[src/rtl/mdio_cmd_pkg.sv]
package mdio_cmd_pkg;

  localparam int FRAME_BITS = 64;
  localparam int TA_POS     = 46;
  localparam int DATA_POS   = 48;

  typedef struct packed {
    logic [4:0] regdev;
    logic [4:0] port;
    logic [1:0] op;
    logic [1:0] st;
  } cmd_fields_t;

  function automatic logic is_read_op(input cmd_fields_t c);
    return c.op[1];
  endfunction

  function automatic logic [FRAME_BITS-1:0] make_frame(input cmd_fields_t c,
                                                       input logic [15:0] d);
    logic [1:0]  start;
    logic [1:0]  ta;
    logic [15:0] payload;
    start   = {1'b0, (c.st == 2'd1)};
    ta      = is_read_op(c) ? 2'b11 : 2'b10;
    payload = is_read_op(c) ? 16'hFFFF : d;
    return {32'hFFFF_FFFF, start, c.op, c.port, c.regdev, ta, payload};
  endfunction

endpackage

[src/rtl/mdio_clk_gen.sv]
module mdio_clk_gen #(
  parameter int HALF = 40
) (
  input  logic clk,
  input  logic rst_n,
  input  logic run,
  output logic mdc,
  output logic rise_tick,
  output logic fall_tick
);
  localparam int CW = (HALF > 1) ? $clog2(HALF) : 1;

  logic [CW-1:0] cnt;
  logic          phase;
  logic          wrap;

  assign wrap      = run && (cnt == CW'(HALF - 1));
  assign rise_tick = wrap && !phase;
  assign fall_tick = wrap && phase;
  assign mdc       = phase;

  always_ff @(posedge clk) begin
    if (!rst_n || !run) begin
      cnt   <= '0;
      phase <= 1'b0;
    end else if (wrap) begin
      cnt   <= '0;
      phase <= ~phase;
    end else begin
      cnt   <= cnt + 1'b1;
    end
  end
endmodule

[src/rtl/mdio_frame_engine.sv]
module mdio_frame_engine
  import mdio_cmd_pkg::*;
(
  input  logic                  clk,
  input  logic                  rst_n,
  input  logic                  load,
  input  logic [FRAME_BITS-1:0] frame_in,
  input  logic                  rd_in,
  input  logic                  rise_tick,
  input  logic                  fall_tick,
  input  logic                  mdio_i,
  output logic                  mdio_o,
  output logic                  mdio_oe,
  output logic                  done,
  output logic [15:0]           rd_value
);
  localparam int IW = $clog2(FRAME_BITS);

  logic [FRAME_BITS-1:0] shreg;
  logic [IW-1:0]         idx;
  logic                  active;
  logic                  rd_mode;
  logic [15:0]           cap;
  logic                  last_bit;
  logic                  in_release;

  assign last_bit   = (idx == IW'(FRAME_BITS - 1));
  assign in_release = rd_mode && (idx >= IW'(TA_POS));
  assign done       = active && fall_tick && last_bit;
  assign mdio_o     = active ? shreg[FRAME_BITS-1] : 1'b1;
  assign mdio_oe    = active && !in_release;
  assign rd_value   = cap;

  always_ff @(posedge clk) begin
    if (!rst_n) begin
      shreg   <= '1;
      idx     <= '0;
      active  <= 1'b0;
      rd_mode <= 1'b0;
      cap     <= 16'hFFFF;
    end else if (load) begin
      shreg   <= frame_in;
      idx     <= '0;
      active  <= 1'b1;
      rd_mode <= rd_in;
      cap     <= 16'hFFFF;
    end else if (active) begin
      if (rise_tick && rd_mode && (idx >= IW'(DATA_POS)))
        cap <= {cap[14:0], mdio_i};
      if (fall_tick) begin
        if (last_bit) begin
          active <= 1'b0;
        end else begin
          shreg <= {shreg[FRAME_BITS-2:0], 1'b1};
          idx   <= idx + 1'b1;
        end
      end
    end
  end
endmodule

[src/rtl/mdio_cmd_reg.sv]
module mdio_cmd_reg
  import mdio_cmd_pkg::*;
(
  input  logic        clk,
  input  logic        rst_n,
  input  logic        wr_en,
  input  logic [31:0] wr_data,
  input  logic        done,
  input  logic [15:0] rd_value,
  output logic        launch,
  output logic        busy,
  output logic [31:0] rd_data
);
  cmd_fields_t fields;
  cmd_fields_t wr_fields;
  logic [15:0] data;
  logic        unused_bit;

  assign unused_bit = wr_data[30];
  assign wr_fields  = cmd_fields_t'(wr_data[29:16]);
  assign launch     = wr_en && wr_data[31] && !busy;
  assign rd_data    = {busy, ~busy, fields, data};

  always_ff @(posedge clk) begin
    if (!rst_n) begin
      busy   <= 1'b0;
      fields <= '0;
      data   <= '0;
    end else if (launch) begin
      busy   <= 1'b1;
      fields <= wr_fields;
      data   <= is_read_op(wr_fields) ? 16'hFFFF : wr_data[15:0];
    end else if (done) begin
      busy <= 1'b0;
      if (is_read_op(fields))
        data <= rd_value;
    end
  end
endmodule

[src/rtl/mdio_cmd_master.sv]
module mdio_cmd_master
  import mdio_cmd_pkg::*;
#(
  parameter int CLK_HZ = 200_000_000,
  parameter int MDC_HZ = 2_500_000
) (
  input  logic        clk,
  input  logic        rst_n,
  input  logic        wr_en,
  input  logic [31:0] wr_data,
  output logic [31:0] rd_data,
  output logic        mdc,
  output logic        mdio_o,
  output logic        mdio_oe,
  input  logic        mdio_i
);
  localparam int HALF_RAW = CLK_HZ / (2 * MDC_HZ);
  localparam int HALF     = (HALF_RAW < 1) ? 1 : HALF_RAW;

  logic                  launch;
  logic                  busy;
  logic                  done;
  logic                  rise_tick;
  logic                  fall_tick;
  logic [15:0]           rd_value;
  logic [FRAME_BITS-1:0] frame_in;
  cmd_fields_t           new_fields;

  assign new_fields = cmd_fields_t'(wr_data[29:16]);
  assign frame_in   = make_frame(new_fields, wr_data[15:0]);

  mdio_cmd_reg u_reg (
    .clk      (clk),
    .rst_n    (rst_n),
    .wr_en    (wr_en),
    .wr_data  (wr_data),
    .done     (done),
    .rd_value (rd_value),
    .launch   (launch),
    .busy     (busy),
    .rd_data  (rd_data)
  );

  mdio_clk_gen #(.HALF(HALF)) u_clk (
    .clk       (clk),
    .rst_n     (rst_n),
    .run       (busy),
    .mdc       (mdc),
    .rise_tick (rise_tick),
    .fall_tick (fall_tick)
  );

  mdio_frame_engine u_eng (
    .clk       (clk),
    .rst_n     (rst_n),
    .load      (launch),
    .frame_in  (frame_in),
    .rd_in     (is_read_op(new_fields)),
    .rise_tick (rise_tick),
    .fall_tick (fall_tick),
    .mdio_i    (mdio_i),
    .mdio_o    (mdio_o),
    .mdio_oe   (mdio_oe),
    .done      (done),
    .rd_value  (rd_value)
  );
endmodule

[config.mk]
export PLATFORM = sky130hd
export DESIGN_NAME = mdio_cmd_master
export DESIGN_NICKNAME = d
export VERILOG_FILES = /design/src/rtl/mdio_cmd_pkg.sv /design/src/rtl/mdio_clk_gen.sv /design/src/rtl/mdio_frame_engine.sv /design/src/rtl/mdio_cmd_reg.sv /design/src/rtl/mdio_cmd_master.sv
export SDC_FILE = /design/constraint.sdc
export NUM_CORES = 1
export LEC_CHECK = 0
export BUFFER_PORTS_ARGS = -buffer_cell sky130_fd_sc_hd__buf_2
export CAP_MARGIN = 30
export CORE_ASPECT_RATIO = 0.9
export CORE_MARGIN = 2
export CORE_UTILIZATION = 30
export CTS_CLUSTER_SIZE = 12
export DETAILED_ROUTE_END_ITERATION = 16
export PLACE_DENSITY_LB_ADDON = 0.1
export SYNTH_ARGS = -nofsm -noshare
export SYNTH_HDL_FRONTEND = slang
export SYNTH_SLANG_ARGS = --single-unit
[constraint.sdc]
create_clock -name clk -period 5.9 [get_ports clk]
set_input_delay 0.295 -clock clk [delete_from_list [all_inputs] [get_ports clk]]
set_output_delay 0.295 -clock clk [all_outputs]
set_load 0.01 [all_outputs]
# --- Word-level counts from Yosys, hierarchy flattened ---
# Index checks and enable logic that the tools add are counted.
classes:
  n_reduce_logical: 26
  addsub: 2
  n_eq_ne: 4
  n_mux: 16
  magnitude_cmp: 2
  bitwise: 4
op_table:
  columns: ["cell", "count"]
  rows:
  - ["2-to-1 mux 32 bit", 4]
  - ["2-to-1 mux 16 bit", 4]
  - ["adder 6 x 1 -> 6 bit (second input constant)", 2]
  - ["== test 6 bit (second input constant)", 2]
  - [">= comparator 6 bit (second input constant)", 2]
  - ["logical AND 1 bit", 11]
  - ["2-to-1 mux 1 bit", 8]
  - ["nonzero test 2 bit", 4]
  - ["AND reduction 3 bit", 2]
  - ["zero test 1 bit", 4]
  - ["NOT 1 bit", 4]
  - ["AND reduction 2 bit", 2]
  - ["OR reduction 2 bit", 2]
  - ["== test 2 x 1 -> 1 bit (second input constant)", 1]
  - ["inequality test 2 bit (second input constant)", 1]
  - ["logical OR 1 bit", 1]
totals:
  inputBits: 36
  register_bits: 126
  output_inout_bits: 35

# --- Logic depth before layout (Yosys ltp) ---
logic_depth:
  ltp_word: 7
  ltp_mapped: 8
  ltp_nobuf: 5

# --- Cells and area by module ---
# A second synthesis with hierarchy kept.
unflattened:
  hier_cells: 717
  area_unflattened_um2: 6234.7
modules_own_cells:
  columns: ["mod", "cells_each", "area_each_um2", "instances"]
  rows:
  - ["mdio_frame_engine", 504, 4465.5, 1]
  - ["mdio_cmd_reg", 159, 1333.8, 1]
  - ["mdio_clk_gen", 34, 310.3, 1]
  - ["mdio_cmd_master", 20, 125.1, 1]

# --- Least setup slack after synthesis ---
# No wires, ideal clock.
synth_timing:
  path_kind: "reg2reg"
  startpoint: "register u_eng.idx[0]"
  endpoint: "register u_eng.idx[3]"
  path_buffers: 0
  path_slack_ns: 3.995
  t_required_ns: 5.830
  stages_incl_launch_ff: 6
  arrival_ns: 1.835
  synth_period_minus_slack_ns: 1.905
  cell_sequence: "dfxtp_1 ha_1 and4_1 a2111oi_2 or4b_1 a21oi_1"
synth_via:
  elab_chain_cells: 3
synth_lines:
  columns: ["item", "line_no", "rtl"]
  rows:
  - ["start: declaration", "mdio_frame_engine.sv:20", "logic [IW-1:0] idx;"]
  - ["start signal: assignment", "mdio_frame_engine.sv:55", "idx <= idx + 1'b1;"]
  - ["branches (longest 3 deep; another with adder 6 x 1 -> 6 bit)", null, null]
# Parallel ways; which one is timed is not known.
# A chain may end at the register's enable or synchronous reset.

# --- Worst setup path in the final report ---
layout_timing:
  startpoint: "register u_reg.busy"
  endpoint: "register u_eng.shreg[6]"
layout_via:
  elab_chain_cells: 4
layout_lines:
  columns: ["item", "line_no", "rtl"]
  rows:
  - ["start: declaration", "mdio_cmd_reg.sv:11", "output logic busy,"]
  - ["start signal: assignment", "mdio_cmd_reg.sv:26", "busy <= 1'b0;"]
  - ["start signal: assignment", "mdio_cmd_reg.sv:30", "busy <= 1'b1;"]
  - ["start signal: assignment", "mdio_cmd_reg.sv:34", "busy <= 1'b0;"]
  - ["zero test 1 bit or logical AND 1 bit (tied branches)", "mdio_cmd_reg.sv:21, mdio_clk_gen.sv:17", null]
  - ["logical AND 1 bit (on tied branches)", "mdio_cmd_reg.sv:21, mdio_clk_gen.sv:19", null]
  - ["inequality test 2 bit (no line) or nonzero test 2 bit (tied branches)", null, null]
  - ["AND reduction 3 bit (no line)", null, null]
  - ["end signal: assignment", "mdio_frame_engine.sv:42", "shreg <= frame_in;"]
  - ["end signal: assignment", "mdio_frame_engine.sv:54", "shreg <= {shreg[FRAME_BITS-2:0], 1'b1};"]
  - ["end: declaration", "mdio_frame_engine.sv:19", "logic [FRAME_BITS-1:0] shreg;"]
# Parallel ways exist; a longest one is shown, timed or not.

==> results.md <==
- Later-pin clock latency in the skew report: 0.40 ns
- Worst R2R Setup Slack: 3.25 ns
- Worst setup EP type: register
- GPL Wtd Cong: 0.7578
- Clk buf depth: 2
- Synth Area in Compound Gates: 16.78%
- Leak Pwr: 2.484 nW
- Combinational Power Share: 6.2%
- Ys async rst share: 0%
- CTS Hold Buffers Added: 0
- ANT cells: 0
- Post-synthesis sequential area ratio: 50.39%
- Clock sink count: 125
- Final Hold Vio Count: 0
- I/O pin cnt: 71
- Post-CTS Setup Repair Bufs: 0
- Fin Setup TNS: 0 ns
- Met2 Usage GRT: 22.29%
- P_sw: 446.9 uW
- Worst path top cell family by delay: buffers and inverters
- Syn Nets: 626
- Core Area: 16,190 um^2
- Global routing's busiest layer: met2
- Skew final: 0.008157 ns
- Top cells by area, synth: dfxtp_1, nand2_1, nand3_1, a221o_1, clkbuf_1
- Crit path to: u_eng.shreg[6]
- Min-Delay Path Class: in2reg
- CP Depth: 6
- Fraction of layout cells with a size suffix above 1: 18.69%
- Clock share of power: 49.8%
- Fmax: 377.4 MHz
- Req. time, crit path: 6.18 ns
- Worst Path Max Fanout: 65
- Most common flop cell mapped by yosys: dfxtp_1
- Slew Limit Fails: 0
- Status: finished, final reports clean
- Port Buffers: 69
- Top-count cell post-synth: nand2_1
- FP Rows: 44
- Buf+Inv Stages, Crit Path: 2
- P_int: 1.574 mW
- Starting density of the core: 30.68%
- Number of buffers created by CTS: 17
- CP max stage delay: 0.59 ns
- Reg2Reg Depth: 6
- Most used cell along the critical path: buf_4
- Post-synthesis xor/xnor area fraction: 0.8818%
- First-pass GRT wire length: 20,420 um
- Worst vdd rail ir drop: 0.1958 mV
- Post-synthesis register bit count: 125
- Initial antenna violation count: 0
- Largest family of logic cells by synthesized area: simple AND/OR/NAND/NOR gates
- Clock input transition at the sequential cells of the worst setup and hold paths: 0.05 ns
- Total GRT Usage: 14.41%
- Power share of the sequential group: 44.1%
- Sw Share: 22.12%
- Slew at the pin closest to its max-slew limit: 0.9220 ns
- Post-synth top cells: nand2_1, dfxtp_1, nand3_1, clkbuf_1
- Dpl ws: 3.274 ns
- Mux cell area share after synthesis: 0.2016%
- Met1 Usage GRT: 19.29%
- Met3 Track Usage GR: 4.068%
- R2r startpoint: u_reg.busy
- Unique cell type count in the Yosys netlist: 45
- Reg2Reg Capture Point: u_eng.shreg[6]
- RSZ-0062 raised after global routing: no
- Post-route core utilization: 36.91%
- Area leader, netlist: dfxtp_1
- Area delta synth->final: 20.31%
- Syn avg cell area: 8.460 um^2
- Nets: 669
- Max-cap violations: 0
- Crit Path Category: reg2reg
- Slowest stage cell, crit path: buf_4
- Routed Antenna Nets: 0
- Data arrival, critical path: 2.93 ns
- Synth Area in Simple Gates: 25.93%
- GR Overflow Total: 0
- Die ar.: 17,600 um^2
- DRC: 0
- Minimum clock period: 2.650 ns
- CTS-repair resized insts: 0
- Worst slew margin: 38.53%
- Post-synth top area share: 50.39%
- Fin worst setup slack: 3.250 ns
- Via Count: 4,208
- Synthesized instance count: 587
- Number of global-route vias before repair: 3,985
- Critical path launch point type: register
- CP cell instances: nand4bb_1, a211oi_4, buf_4, nor2_1, buf_4, a221o_1
- CP startpoint: u_reg.busy
- DR pass1 iterations: 4
- Period utilization: 44.91%
- Vias per cell: 4.956
- Worst hold margin: 0.1202 ns
- Synthesized cell area: 4966 um^2
- EDFF count, synth: 0
- WL/cell: 14.55 um
- H-tree levels: 4
- Post-Route WL: 12,360 um
- Power per cell area: 338.2 nW/um^2
- DPL Wire Length: 7876 um
- Largest net degree at the start of global routing: 66
- # setup viols final: 0
- 1st-iter DRT viols: 316
- Design Power: 2.020 mW
- Ys Warns: 0
- Synth Area in Adders: 0.7559%
- Root buffer cell: clkbuf_16
- Die W: 139.6 um
- Die Y: 126.1 um
- TritonCTS clock tree: done
-- worst min-delay path by stage --
| stage | startpoint | end | depth (start not counted) |
|---|---|---|---|
| 2_1_floorplan | u_clk.cnt[0] | u_clk.cnt[0] | 1 |
| 3_3_place_gp | u_clk.cnt[0] | u_clk.cnt[0] | 1 |
| 3_5_place_dp | u_clk.cnt[0] | u_clk.cnt[0] | 1 |
| 4_1_cts | mdio_i | u_eng.rd_value[0] | 3 |
| 5_1_grt | mdio_i | u_eng.rd_value[0] | 3 |
| 6_report | mdio_i | u_eng.rd_value[0] | 3 |
-- cell type report --
| class | count | area [um^2] |
|---|---|---|
| clock buffer | 25 | 485.5 |
| clock inverter | 6 | 85.08 |
| fill | 1690 | 10210 |
| inverter | 5 | 18.77 |
| multi-input combinational | 405 | 2226 |
| sequential | 125 | 2502 |
| tap | 207 | 259.0 |
| timing repair buffer | 76 | 397.9 |
-- layer usage --
metal | vias to the layer above | routed length (um)
li1 | 2137 | -
met1 | 1979 | 6071
met2 | 84 | 5581
met3 | 8 | 576
met4 | 0 | 125
met5 | - | 0
-- flip-flops by register name, summed over array words and instances (netlist names) --
signal,cells
u_eng.shreg,64
u_eng.idx,6
u_reg.data,16
u_reg.rd_data,14
u_eng.rd_value,16
u_clk.cnt,6
u_eng.active,1
u_reg.busy,1
u_clk.mdc,1
-- cell families (layout without fill, tap and decap cells) --
| group | count (synthesis) | after routing |
|---|---|---|
| simple gates | 288 | 288 |
| flops | 125 | 125 |
| compound gates | 108 | 108 |
| buf+inv | 57 | 112 |
| xor+xnor | 5 | 5 |
| fa+ha+maj | 3 | 3 |
| mux | 1 | 1 |
-- metrics by stage --
stage,cells,area (um^2)
after global routing,849,5974
after CTS,849,5974
after global placement,818,5404
final,849,5974
after floorplan,587,4966
after detailed placement,818,5404
-- worst reg2reg max path: stages (launching register included) --
cell and delay [ns]:
dfxtp_1 0.45, nand4bb_1 0.45, a211oi_4 0.34, buf_4 0.59, nor2_1 0.11, buf_4 0.26
a221o_1 0.33
-- power by group through the flow --
| stage | clock network, mW | logic, mW | registers [mW] |
|---|---|---|---|
| finish | 1.01 | 0.125 | 0.890 |
| global route | 1.07 | 0.140 | 0.893 |
| CTS | 1.03 | 0.127 | 0.890 |
| detailed placement | 0 | 0.126 | 0.908 |
| global placement | 0 | 0.126 | 0.907 |
| floorplan | 0 | 0.0767 | 0.910 |
-- layout by cell type, fill, tap and decap left out, drive strengths merged, types with 3 or more instances in the layout --
master,count
a21boi,15
a21oi,4
a221o,27
a31oi,3
buf,76
clkbuf,25
dfxtp,125
ha,3
inv,5
nand2,164
nand3,58
nand4,19
nor2,27
o211ai,17
o21ai,31
o31ai,4
or4,3
xor2,3
Note: power is estimated with default switching activity, not from simulation.
